### config.mk
export PLATFORM = sky130hd
export DESIGN_NAME = flash_ctrl
export DESIGN_NICKNAME = d
export VERILOG_FILES = /design/src/rtl/flash_ctrl_pkg.sv /design/src/rtl/flash_page_buf.sv /design/src/rtl/flash_seq.sv /design/src/rtl/flash_crc32.sv /design/src/rtl/flash_ctrl.sv
export SDC_FILE = /design/constraint.sdc
export NUM_CORES = 1
export LEC_CHECK = 0
export BUFFER_PORTS_ARGS = -buffer_cell sky130_fd_sc_hd__buf_2
export CAP_MARGIN = 20
export CORE_MARGIN = 2
export CORE_UTILIZATION = 51
export CTS_CLUSTER_SIZE = 20
export DETAILED_ROUTE_END_ITERATION = 10
export GPL_TIMING_DRIVEN = 0
export PLACE_DENSITY_LB_ADDON = 0.08
export SYNTH_ARGS = -nofsm -noshare
export SYNTH_HDL_FRONTEND = slang
export SYNTH_SLANG_ARGS = --single-unit
### constraint.sdc
create_clock -name clk -period 2.64 [get_ports clk]
set_clock_uncertainty 0.05 [all_clocks]
set_input_delay 0.132 -clock clk [delete_from_list [all_inputs] [get_ports clk]]
set_output_delay 0.132 -clock clk [all_outputs]
set_load 0.005 [all_outputs]
### src/rtl/flash_ctrl_pkg.sv
// Shared types and the CRC step for the flash controller.
// Assumes byte-wide data and an MSB-first CRC-32 without reflection.
package flash_ctrl_pkg;

    typedef enum logic [2:0] {
        OP_LOAD  = 3'd0,
        OP_PROG  = 3'd1,
        OP_ERB   = 3'd2,
        OP_ERP   = 3'd3,
        OP_ERS   = 3'd4,
        OP_ERC   = 3'd5,
        OP_CRC   = 3'd6,
        OP_BCLR  = 3'd7
    } flash_op_e;

    typedef enum logic [1:0] {
        WK_IDLE  = 2'd0,
        WK_ERASE = 2'd1,
        WK_PROG  = 2'd2,
        WK_CRC   = 2'd3
    } walk_e;

    localparam logic [31:0] CRC_POLY = 32'h04C11DB7;
    localparam logic [31:0] CRC_INIT = 32'hFFFFFFFF;

    // Fold one byte into the running CRC, most significant bit first.
    function automatic logic [31:0] crc32_step(input logic [31:0] c, input logic [7:0] b);
        logic [31:0] r;
        logic        fb;
        r = c;
        for (int i = 7; i >= 0; i--) begin
            fb = r[31] ^ b[i];
            r  = {r[30:0], 1'b0} ^ (fb ? CRC_POLY : 32'h0);
        end
        return r;
    endfunction

endpackage

### src/rtl/flash_page_buf.sv
// Page staging buffer: one data byte and one valid bit per page offset,
// plus the target page number taken from the most recent load.
// Assumes load and clear never occur in the same cycle.
module flash_page_buf #(
    parameter int PAGE_BYTES = 16,
    parameter int PAGE_AW    = $clog2(PAGE_BYTES),
    parameter int PAGE_NW    = 7
) (
    input  logic               clk,
    input  logic               rst_n,
    input  logic               load,
    input  logic [PAGE_AW-1:0] load_off,
    input  logic [PAGE_NW-1:0] load_page,
    input  logic [7:0]         load_data,
    input  logic               clear,
    input  logic [PAGE_AW-1:0] rd_off,
    output logic [PAGE_NW-1:0] page,
    output logic [7:0]         rd_data,
    output logic               rd_valid
);

    logic [PAGE_BYTES-1:0] valid_vec;
    logic [7:0]            data_arr [PAGE_BYTES];
    logic [PAGE_NW-1:0]    page_q;

    for (genvar i = 0; i < PAGE_BYTES; i++) begin : g_byte
        logic       v_q;
        logic [7:0] d_q;
        logic       hit;
        assign hit = load && (load_off == PAGE_AW'(i));

        // Track whether this offset holds a byte to program.
        always_ff @(posedge clk) begin
            if (!rst_n)      v_q <= 1'b0;
            else if (clear)  v_q <= 1'b0;
            else if (hit)    v_q <= 1'b1;
        end

        // Capture the byte written to this offset.
        always_ff @(posedge clk) begin
            if (hit) d_q <= load_data;
        end

        assign valid_vec[i] = v_q;
        assign data_arr[i]  = d_q;
    end

    // Remember the page named by the latest load.
    always_ff @(posedge clk) begin
        if (!rst_n)    page_q <= '0;
        else if (load) page_q <= load_page;
    end

    assign page     = page_q;
    assign rd_data  = data_arr[rd_off];
    assign rd_valid = valid_vec[rd_off];


    load_marks_valid_chk: assert property (@(posedge clk) disable iff (!rst_n)
        load |=> valid_vec[$past(load_off)]);


    clear_empties_chk: assert property (@(posedge clk) disable iff (!rst_n)
        clear |=> !rd_valid);

endmodule

### src/rtl/flash_seq.sv
// Operation sequencer: holds the active walk kind, base and length and
// counts one cycle per step. Erase and program end after a fixed window.
// A CRC walk ends after its last byte. Assumes the window covers the
// longest range, and that start only arrives while idle.
module flash_seq
    import flash_ctrl_pkg::*;
#(
    parameter int OP_CYCLES = 2080,
    parameter int ADDR_W    = 11,
    parameter int CNT_W     = 12
) (
    input  logic              clk,
    input  logic              rst_n,
    input  logic              start,
    input  walk_e             kind_i,
    input  logic [ADDR_W-1:0] base_i,
    input  logic [ADDR_W:0]   len_i,
    output logic              busy,
    output logic              done,
    output logic              finish,
    output walk_e             kind,
    output logic [ADDR_W-1:0] base,
    output logic [CNT_W-1:0]  cnt,
    output logic              in_range
);

    logic              busy_q, done_q;
    walk_e             kind_q;
    logic [ADDR_W-1:0] base_q;
    logic [ADDR_W:0]   len_q;
    logic [CNT_W-1:0]  cnt_q;
    logic              end_hit;

    // Detect the last cycle of the current walk.
    always_comb begin
        if (kind_q == WK_CRC) end_hit = (cnt_q == CNT_W'(len_q) - CNT_W'(1));
        else                  end_hit = (cnt_q == CNT_W'(OP_CYCLES - 1));
    end

    assign finish = busy_q && end_hit;

    // Launch, step and retire a walk.
    always_ff @(posedge clk) begin
        if (!rst_n) begin
            busy_q <= 1'b0;
            done_q <= 1'b0;
            kind_q <= WK_IDLE;
            base_q <= '0;
            len_q  <= '0;
            cnt_q  <= '0;
        end else begin
            done_q <= 1'b0;
            if (start) begin
                busy_q <= 1'b1;
                kind_q <= kind_i;
                base_q <= base_i;
                len_q  <= len_i;
                cnt_q  <= '0;
            end else if (busy_q) begin
                if (end_hit) begin
                    busy_q <= 1'b0;
                    done_q <= 1'b1;
                    kind_q <= WK_IDLE;
                end else begin
                    cnt_q <= cnt_q + CNT_W'(1);
                end
            end
        end
    end

    assign busy     = busy_q;
    assign done     = done_q;
    assign kind     = kind_q;
    assign base     = base_q;
    assign cnt      = cnt_q;
    assign in_range = busy_q && (cnt_q < CNT_W'(len_q));


    window_bound_chk: assert property (@(posedge clk) disable iff (!rst_n)
        (busy_q && kind_q != WK_CRC) |-> (cnt_q < CNT_W'(OP_CYCLES)));


    done_follows_busy_chk: assert property (@(posedge clk) disable iff (!rst_n)
        done_q |-> (!busy_q && $past(busy_q)));

endmodule

### src/rtl/flash_crc32.sv
// CRC accumulator: restarts on start, folds one byte per step and
// latches the final value on the last step. Assumes step is high on the
// finish cycle.
module flash_crc32
    import flash_ctrl_pkg::*;
(
    input  logic        clk,
    input  logic        rst_n,
    input  logic        start,
    input  logic        step,
    input  logic        finish,
    input  logic [7:0]  byte_in,
    output logic [31:0] result
);

    logic [31:0] run_q, res_q, next_c;

    assign next_c = crc32_step(run_q, byte_in);

    // Maintain the running CRC during a walk.
    always_ff @(posedge clk) begin
        if (!rst_n)     run_q <= CRC_INIT;
        else if (start) run_q <= CRC_INIT;
        else if (step)  run_q <= next_c;
    end

    // Hold the completed CRC for readout.
    always_ff @(posedge clk) begin
        if (!rst_n)                res_q <= CRC_INIT;
        else if (step && finish)   res_q <= next_c;
    end

    assign result = res_q;


    result_hold_chk: assert property (@(posedge clk) disable iff (!rst_n)
        !(step && finish) |=> $stable(res_q));

endmodule

### src/rtl/flash_ctrl.sv
// Flash program/erase front end. Decodes commands, launches walks over
// the array port, stages page data, gates secure reads and runs the CRC.
// Assumes a combinational-read, synchronous-write array, sizes that are
// powers of two, and OP_CYCLES no smaller than the array size.
module flash_ctrl
    import flash_ctrl_pkg::*;
#(
    parameter int SECTORS      = 8,
    parameter int SECTOR_BYTES = 256,
    parameter int PAGE_BYTES   = 16,
    parameter int OP_CYCLES    = 2080,
    parameter int ADDR_W       = $clog2(SECTORS * SECTOR_BYTES)
) (
    input  logic               clk,
    input  logic               rst_n,
    input  logic               cmd_valid,
    input  logic [2:0]         cmd_op,
    input  logic [ADDR_W-1:0]  cmd_addr,
    input  logic [7:0]         cmd_data,
    output logic               busy,
    output logic               done,
    output logic               err,
    output logic [31:0]        crc_out,
    input  logic [SECTORS-1:0] sec_mask,
    input  logic [ADDR_W-1:0]  rd_addr,
    output logic [7:0]         rd_data,
    output logic               rd_ok,
    output logic [ADDR_W-1:0]  arr_addr,
    output logic               arr_we,
    output logic [7:0]         arr_wdata,
    input  logic [7:0]         arr_rdata
);

    localparam int TOTAL    = SECTORS * SECTOR_BYTES;
    localparam int PAGE_AW  = $clog2(PAGE_BYTES);
    localparam int SECT_AW  = $clog2(SECTOR_BYTES);
    localparam int PAGE_NW  = ADDR_W - PAGE_AW;
    localparam int MAX_SPAN = (OP_CYCLES > TOTAL) ? OP_CYCLES : TOTAL;
    localparam int CNT_W    = $clog2(MAX_SPAN + 1);

    logic              accept, start, load, bclr;
    walk_e             kind_d, kind_q;
    logic [ADDR_W-1:0] base_d, base_q;
    logic [ADDR_W:0]   len_d;
    logic [CNT_W-1:0]  cnt;
    logic              in_range, finish, busy_w, err_q;
    logic [PAGE_NW-1:0] buf_page;
    logic [7:0]        buf_byte;
    logic              buf_valid, buf_clear;
    logic              rd_secure;
    flash_op_e         op;

    assign op     = flash_op_e'(cmd_op);
    assign accept = cmd_valid && !busy_w;
    assign load   = accept && (op == OP_LOAD);
    assign bclr   = accept && (op == OP_BCLR);

    // Decode the walk kind, start address and length of a command.
    always_comb begin
        kind_d = WK_IDLE;
        base_d = '0;
        len_d  = '0;
        unique case (op)
            OP_ERB: begin
                kind_d = WK_ERASE;
                base_d = cmd_addr;
                len_d  = (ADDR_W+1)'(1);
            end
            OP_ERP: begin
                kind_d = WK_ERASE;
                base_d = {cmd_addr[ADDR_W-1:PAGE_AW], {PAGE_AW{1'b0}}};
                len_d  = (ADDR_W+1)'(PAGE_BYTES);
            end
            OP_ERS: begin
                kind_d = WK_ERASE;
                base_d = {cmd_addr[ADDR_W-1:SECT_AW], {SECT_AW{1'b0}}};
                len_d  = (ADDR_W+1)'(SECTOR_BYTES);
            end
            OP_ERC: begin
                kind_d = WK_ERASE;
                len_d  = (ADDR_W+1)'(TOTAL);
            end
            OP_PROG: begin
                kind_d = WK_PROG;
                base_d = {buf_page, {PAGE_AW{1'b0}}};
                len_d  = (ADDR_W+1)'(PAGE_BYTES);
            end
            OP_CRC: begin
                kind_d = WK_CRC;
                if (cmd_data[0]) begin
                    len_d = (ADDR_W+1)'(TOTAL);
                end else begin
                    base_d = {cmd_addr[ADDR_W-1:SECT_AW], {SECT_AW{1'b0}}};
                    len_d  = (ADDR_W+1)'(SECTOR_BYTES);
                end
            end
            default: begin
                kind_d = WK_IDLE;
            end
        endcase
    end

    assign start = accept && (kind_d != WK_IDLE);

    // Flag a command that arrived while busy; clear on the next accepted one.
    always_ff @(posedge clk) begin
        if (!rst_n)                  err_q <= 1'b0;
        else if (cmd_valid && busy_w) err_q <= 1'b1;
        else if (accept)             err_q <= 1'b0;
    end

    flash_seq #(
        .OP_CYCLES(OP_CYCLES),
        .ADDR_W   (ADDR_W),
        .CNT_W    (CNT_W)
    ) u_seq (
        .clk     (clk),
        .rst_n   (rst_n),
        .start   (start),
        .kind_i  (kind_d),
        .base_i  (base_d),
        .len_i   (len_d),
        .busy    (busy_w),
        .done    (done),
        .finish  (finish),
        .kind    (kind_q),
        .base    (base_q),
        .cnt     (cnt),
        .in_range(in_range)
    );

    assign buf_clear = bclr || (finish && kind_q == WK_PROG);

    flash_page_buf #(
        .PAGE_BYTES(PAGE_BYTES),
        .PAGE_AW   (PAGE_AW),
        .PAGE_NW   (PAGE_NW)
    ) u_buf (
        .clk      (clk),
        .rst_n    (rst_n),
        .load     (load),
        .load_off (cmd_addr[PAGE_AW-1:0]),
        .load_page(cmd_addr[ADDR_W-1:PAGE_AW]),
        .load_data(cmd_data),
        .clear    (buf_clear),
        .rd_off   (cnt[PAGE_AW-1:0]),
        .page     (buf_page),
        .rd_data  (buf_byte),
        .rd_valid (buf_valid)
    );

    flash_crc32 u_crc (
        .clk    (clk),
        .rst_n  (rst_n),
        .start  (start && kind_d == WK_CRC),
        .step   (busy_w && kind_q == WK_CRC),
        .finish (finish),
        .byte_in(arr_rdata),
        .result (crc_out)
    );

    // Steer the array port between the walker and the read path.
    always_comb begin
        arr_addr  = busy_w ? (base_q + cnt[ADDR_W-1:0]) : rd_addr;
        arr_we    = in_range && ((kind_q == WK_ERASE) ||
                                 (kind_q == WK_PROG && buf_valid));
        arr_wdata = (kind_q == WK_ERASE) ? 8'hFF : (arr_rdata & buf_byte);
    end

    // Gate normal reads by idleness and sector security.
    always_comb begin
        rd_secure = sec_mask[rd_addr[ADDR_W-1:SECT_AW]];
        rd_ok     = !busy_w && !rd_secure;
        rd_data   = rd_ok ? arr_rdata : 8'h00;
    end

    assign busy = busy_w;
    assign err  = err_q;


    busy_cmd_flags_chk: assert property (@(posedge clk) disable iff (!rst_n)
        (cmd_valid && busy) |=> err);


    only_clear_bits_chk: assert property (@(posedge clk) disable iff (!rst_n)
        (arr_we && kind_q == WK_PROG) |-> ((arr_wdata & ~arr_rdata) == 8'h00));


    write_only_busy_chk: assert property (@(posedge clk) disable iff (!rst_n)
        arr_we |-> busy);


    secure_refuse_chk: assert property (@(posedge clk) disable iff (!rst_n)
        (sec_mask[rd_addr[ADDR_W-1:SECT_AW]] || busy) |-> (!rd_ok && rd_data == 8'h00));

endmodule

# Yosys cells after proc, flatten, opt, wreduce, memory -nomap -nowiden
# Index checks and enable logic that the tools add are counted.
dict set report totals {
  reg_bits 255
  in_bits 52
  output_inout_bits 64
  elab_cells 179
}
dict set report classes {
  add_sub_neg 3
  order_cmp 4
  n_eq_ne 28
  mux 33
  bitwise 21
  reduce_logical 48
}
# cell n
set op_table {}
lappend op_table {{bitwise XOR 32 bit} 8}
lappend op_table {{2-to-1 mux 27 bit} 8}
lappend op_table {{one-hot mux 12 bit (5 select lines)} 1}
lappend op_table {{one-hot mux 11 bit (5 select lines)} 1}
lappend op_table {{binary-select mux 8 bit (select 4 bit)} 1}
lappend op_table {{equality test 4 bit, second input constant} 8}
lappend op_table {{2-to-1 mux 8 bit} 4}
lappend op_table {{logical AND 1 bit} 30}
lappend op_table {{2-to-1 mux 11 bit} 2}
lappend op_table {{equality test 4 x 3 -> 1 bit, second input constant} 4}
lappend op_table {{adder 12 x 1 -> 12 bit, second input constant} 1}
lappend op_table {{equality test 12 bit} 1}
lappend op_table {{equality test 12 bit, second input constant} 1}
lappend op_table {{equality test 3 bit, second input constant} 4}
lappend op_table {{less-than comparator 12 bit} 1}
lappend op_table {{2-to-1 mux 12 bit} 1}
lappend op_table {{subtractor 12 x 1 -> 12 bit, second input constant} 1}
lappend op_table {{adder 11 bit} 1}
lappend op_table {{2-to-1 mux 1 bit} 9}
lappend op_table {{bitwise AND 8 bit} 1}
lappend op_table {{equality test 4 x 2 -> 1 bit, second input constant} 2}
lappend op_table {{nonzero test 2 bit} 4}
lappend op_table {{OR reduction 2 bit} 4}
lappend op_table {{bitwise XOR 1 bit} 8}
lappend op_table {{other kinds (21)} 31}

# Logic depth before layout (Yosys ltp)
dict set report logic_depth {
  depth_word 24
  ltp_mapped 10
  mapped_depth_nobuf 8
}

# Modules after synthesis
# Synthesis repeated with hierarchy kept, for this count alone.
dict set report unflattened {
  hier_cells 1081
  area_unflattened_um2 12707.2
}
# mod n_inst cells_per_inst area_per_inst_um2 seq_area_each_um2
set modules_own_cells {}
lappend modules_own_cells {flash_page_buf 1 290 5860.6 4304.1}
lappend modules_own_cells {flash_crc32 1 328 3143.0 1281.2}
lappend modules_own_cells {flash_seq 1 296 2573.7 780.7}
lappend modules_own_cells {flash_ctrl 1 167 1129.8 20.0}

# Least setup slack after synthesis
# Ideal clock, no wire load.
dict set report synth_timing {
  path_type {register to output}
  startpoint {register u_seq.cnt_q[1] (netlist: u_seq.cnt[1])}
  endpoint {output port arr_wdata[7]}
  arrival_time_ps 2220
  t_required_ps 2458
  slack_ps 238
  stages_incl_launch_ff 8
  n_path_buf 3
  cell_sequence {dfxtp_1 -> clkbuf_1 -> clkbuf_1 -> clkbuf_1 -> mux4_2 -> mux4_2 -> nand2_1 -> nand2_1}
}
dict set report synth_via {
  elab_chain_len 6
}
# element line
set synth_lines {}
lappend synth_lines {{from (decl)} flash_seq.sv:31} ;# logic [CNT_W-1:0] cnt_q;
lappend synth_lines {{from (signal assigned)} flash_seq.sv:65} ;# cnt_q <= cnt_q + CNT_W'(1);
lappend synth_lines {{NOT 4 -> 5 bit (not written as such)} flash_page_buf.sv:55} ;# assign rd_data = data_arr[rd_off];
lappend synth_lines {{binary-select mux 8 bit (select 4 bit)} flash_page_buf.sv:55}
lappend synth_lines {{2-to-1 mux 8 bit (not written as such) (2 in series)} flash_page_buf.sv:55}
lappend synth_lines {{bitwise AND 8 bit} flash_ctrl.sv:167} ;# arr_wdata = (kind_q == WK_ERASE) ? 8'hFF : (arr_rdata & buf_byte);
lappend synth_lines {{2-to-1 mux 8 bit} flash_ctrl.sv:167}
lappend synth_lines {{to (decl)} flash_ctrl.sv:30} ;# output logic [7:0] arr_wdata,
# No other way between the ends. The select of a mux whose other input is x is not followed.

# Final worst setup path
dict set report layout_timing {
  startpoint {register u_seq.cnt_q[0] (netlist: u_seq.cnt[0])}
  endpoint {output port arr_addr[10]}
}
dict set report layout_via {
  elab_chain_len 2
}
# element line
set layout_lines {}
lappend layout_lines {{adder 11 bit} flash_ctrl.sv:164} ;# arr_addr = busy_w ? (base_q + cnt[ADDR_W-1:0]) : rd_addr;
lappend layout_lines {{2-to-1 mux 11 bit} flash_ctrl.sv:164}
lappend layout_lines {{to (decl)} flash_ctrl.sv:28} ;# output logic [ADDR_W-1:0] arr_addr,
# No other way between the ends.

==> run summary <==
Area growth syn-to-layout: 24.6%
grt ovf: 0
Max IR drop VDD: 0.724 mV
Post-DP Area: 12100 um2
cell area after layout: 13900 um2
Syn Inst Count: 895
dpl hpwl: 19400 um
Remaining DRCs: 0
unrepaired setup endpoints after global routing: yes
Top FF cell, synth: edfxtp_1
Die Height: 152 um
R2R Setup Slk: 0.10 ns
reg2reg end: u_seq.kind[0]
site row count: 54
commonest non-fill, non-tap cell in the layout: edfxtp_1
routed wire length: 27800 um
Hold EP: u_seq.cnt[7]
via/cell ratio: 5.69
die width: 152 um
vias: 7836
Final Setup Violations: 13
First-pass DRT Iterations: 5
Worst slew margin: 0.535
initial antenna violation count: 0
Fmax: 0.338 GHz
clk root buf: clkbuf_16
H-tree depth: 1
wire length per cell: 20.2 um
clk_lat worst skew: 0.55 ns
Setup crit end kind: output pin
total CTS buffers: 26
syn_nets: 964
#FFs+latches synth: 247
PwrDens: 629 nW/um2
reg-to-reg startpoint: u_seq.len_q[0]
max-cap violations: 0
Tcrit/Tclk final: 1.12
Iteration-0 DRC Markers: 515
CP arrival: 2.78 ns
Slew Viols, Final: 0
R2R cell count: 10
Ys Warns: 0
P_leak: 5.32 nW
Crit Path Category: reg2out
Bufs on Longest Clock Path: 3
worst setup slack after layout: -0.321 ns
PortBufs: 114
Hold Path Class: in2reg
pin count of the biggest net entering global routing: 20
Clock Pin Slew Worst Setup and Hold Paths: 0.07 ns
most frequent cells in the layout: 128 x edfxtp_1, 115 x buf_2, 114 x nand2_1
layout cell share with drive strength beyond 1: 0.293
Netlist cell types: 65
clk sinks: 247
die area: 23100 um2
Starting Density: 0.516
vias in the first global route: 7597
n_diodes: 0
first-pass GRT wire length: 43500 um
CP Max Fanout: 3
Tot GR Track Use: 0.237
I/O pins: 116
synthesized area: 11200 um2
number of flops mapped to enable cells by yosys: 128
Worst Hold Path Cells: 4
Routability Congestion: 0.860
Startpoint Class: flop
asr flop ratio synth: 0
status: complete, but fails checks
Final Critical Period: 2.96 ns
Req. time, crit path: 2.46 ns
Core Box Area: 21700 um2
CTS tree: yes
nets@finish: 1145
Least-Margin Pin Slew: 0.693 ns
failing checks: negative setup slack
antenna-violating nets left: 0
Mean Syn Cell Area: 12.5 um2
Final Hold Violating Endpoints: 0
hold_sp: rst_n
sequential-to-total area share from yosys stat: 0.557
final hold slack: 0.0366 ns
[cell type report]
type	count	area, um2
repair buffers	154	1010
fillers	1719	7760
flip-flops and latches	247	6250
inverters	13	50.0
plain buffers	50	380
clock buffers	31	699
multi-input cells	584	4970
well taps	280	350
clock inverters	17	218
[worst max-delay path: stages (launching register included)]
cell      delay, ns
dfxtp_4        0.37
ha_4           0.16
fa_2           0.36
a21o_1         0.24
a21oi_2        0.19
o21ai_2        0.10
a2111o_1       0.40
a311o_1        0.28
buf_2          0.13
[report_power, final]
part / internal [W] / switching (W)
Clock: 0.00229 / 0.00153
Combinational: 0.000386 / 0.000490
Sequential: 0.00405 / 0.0000178
[registers in the layout (all words and copies together), names as in the netlist]
signal,flops
u_buf.g_byte.d_q,128
u_crc.result,32
u_crc.run_q,32
u_buf.g_byte.v_q,16
u_seq.cnt,12
u_seq.base,11
u_buf.page,7
u_seq.len_q,4
u_seq.kind,2
err,1
u_seq.busy,1
u_seq.done,1
[metrics by stage]
stage	setup TNS [ns]	utilization	power [W]	instances	worst slack [ns]
after detailed placement	-58.14	0.560	0.00492	1291	-0.739
after floorplan	0	-	0.00464	895	0.238
after global routing	-3.98	0.642	0.00906	1376	-0.415
after global placement	-69.88	0.558	0.00492	1289	-0.901
final	-2.65	0.642	0.00876	1376	-0.321
after CTS	-3.03	0.634	0.00881	1369	-0.315
[cells in the mapped netlist (all sizes together), types with 11 or more instances]
master	count	area, um2
clkbuf	40	150
ha	16	200
o211ai	58	435
dfxtp	119	2380
nor2	25	93.8
nor3	15	75.1
nand3	22	110
and2	12	75.1
mux4	47	1060
o21a	20	150
a21oi	30	150
edfxtp	128	3840
xnor2	52	493
xor2	31	294
buf	11	72.6
nand2	121	454
[worst max-delay path by stage]
stage	slack [ns]	startpoint	endpoint	cells after the start
2_1_floorplan	0.24	u_seq.cnt[1]	arr_wdata[7]	7
3_3_place_gp	-0.90	u_seq.busy	u_buf.g_byte[2].d_q[5]	6
3_5_place_dp	-0.74	u_seq.cnt[1]	arr_wdata[2]	8
4_1_cts	-0.32	u_seq.cnt[0]	arr_wdata[0]	9
5_1_grt	-0.41	u_seq.cnt[0]	arr_addr[10]	8
6_report	-0.32	u_seq.cnt[0]	arr_addr[10]	8
[routing by layer]
metal / GRT usage / vias to the layer above / wire, um
met5: 0 / - / 0
met4: 0.0405 / 0 / 378
met3: 0.0294 / 34 / 1010
met2: 0.412 / 167 / 14000
met1: 0.327 / 3896 / 12500
li1: - / 3739 / -
[logic make-up after synthesis]
kind of cell | synth area share
compound gates | 0.120
xor+xnor | 0.0724
fa+ha+maj | 0.0197
buf+inv | 0.0243
flops | 0.557
mux | 0.103
simple gates | 0.105
[timing repair]
item                                    4_1_cts  5_1_grt
gates resized for setup                      99       48
cloned                                        2        0
buffers inserted                             13       12
pin swaps                                    16       21
endpoints found under the setup margin      236      167
endpoints found under the hold margin       142        0
hold buffers                                 19        0
Power figures use the tool's default switching activity.
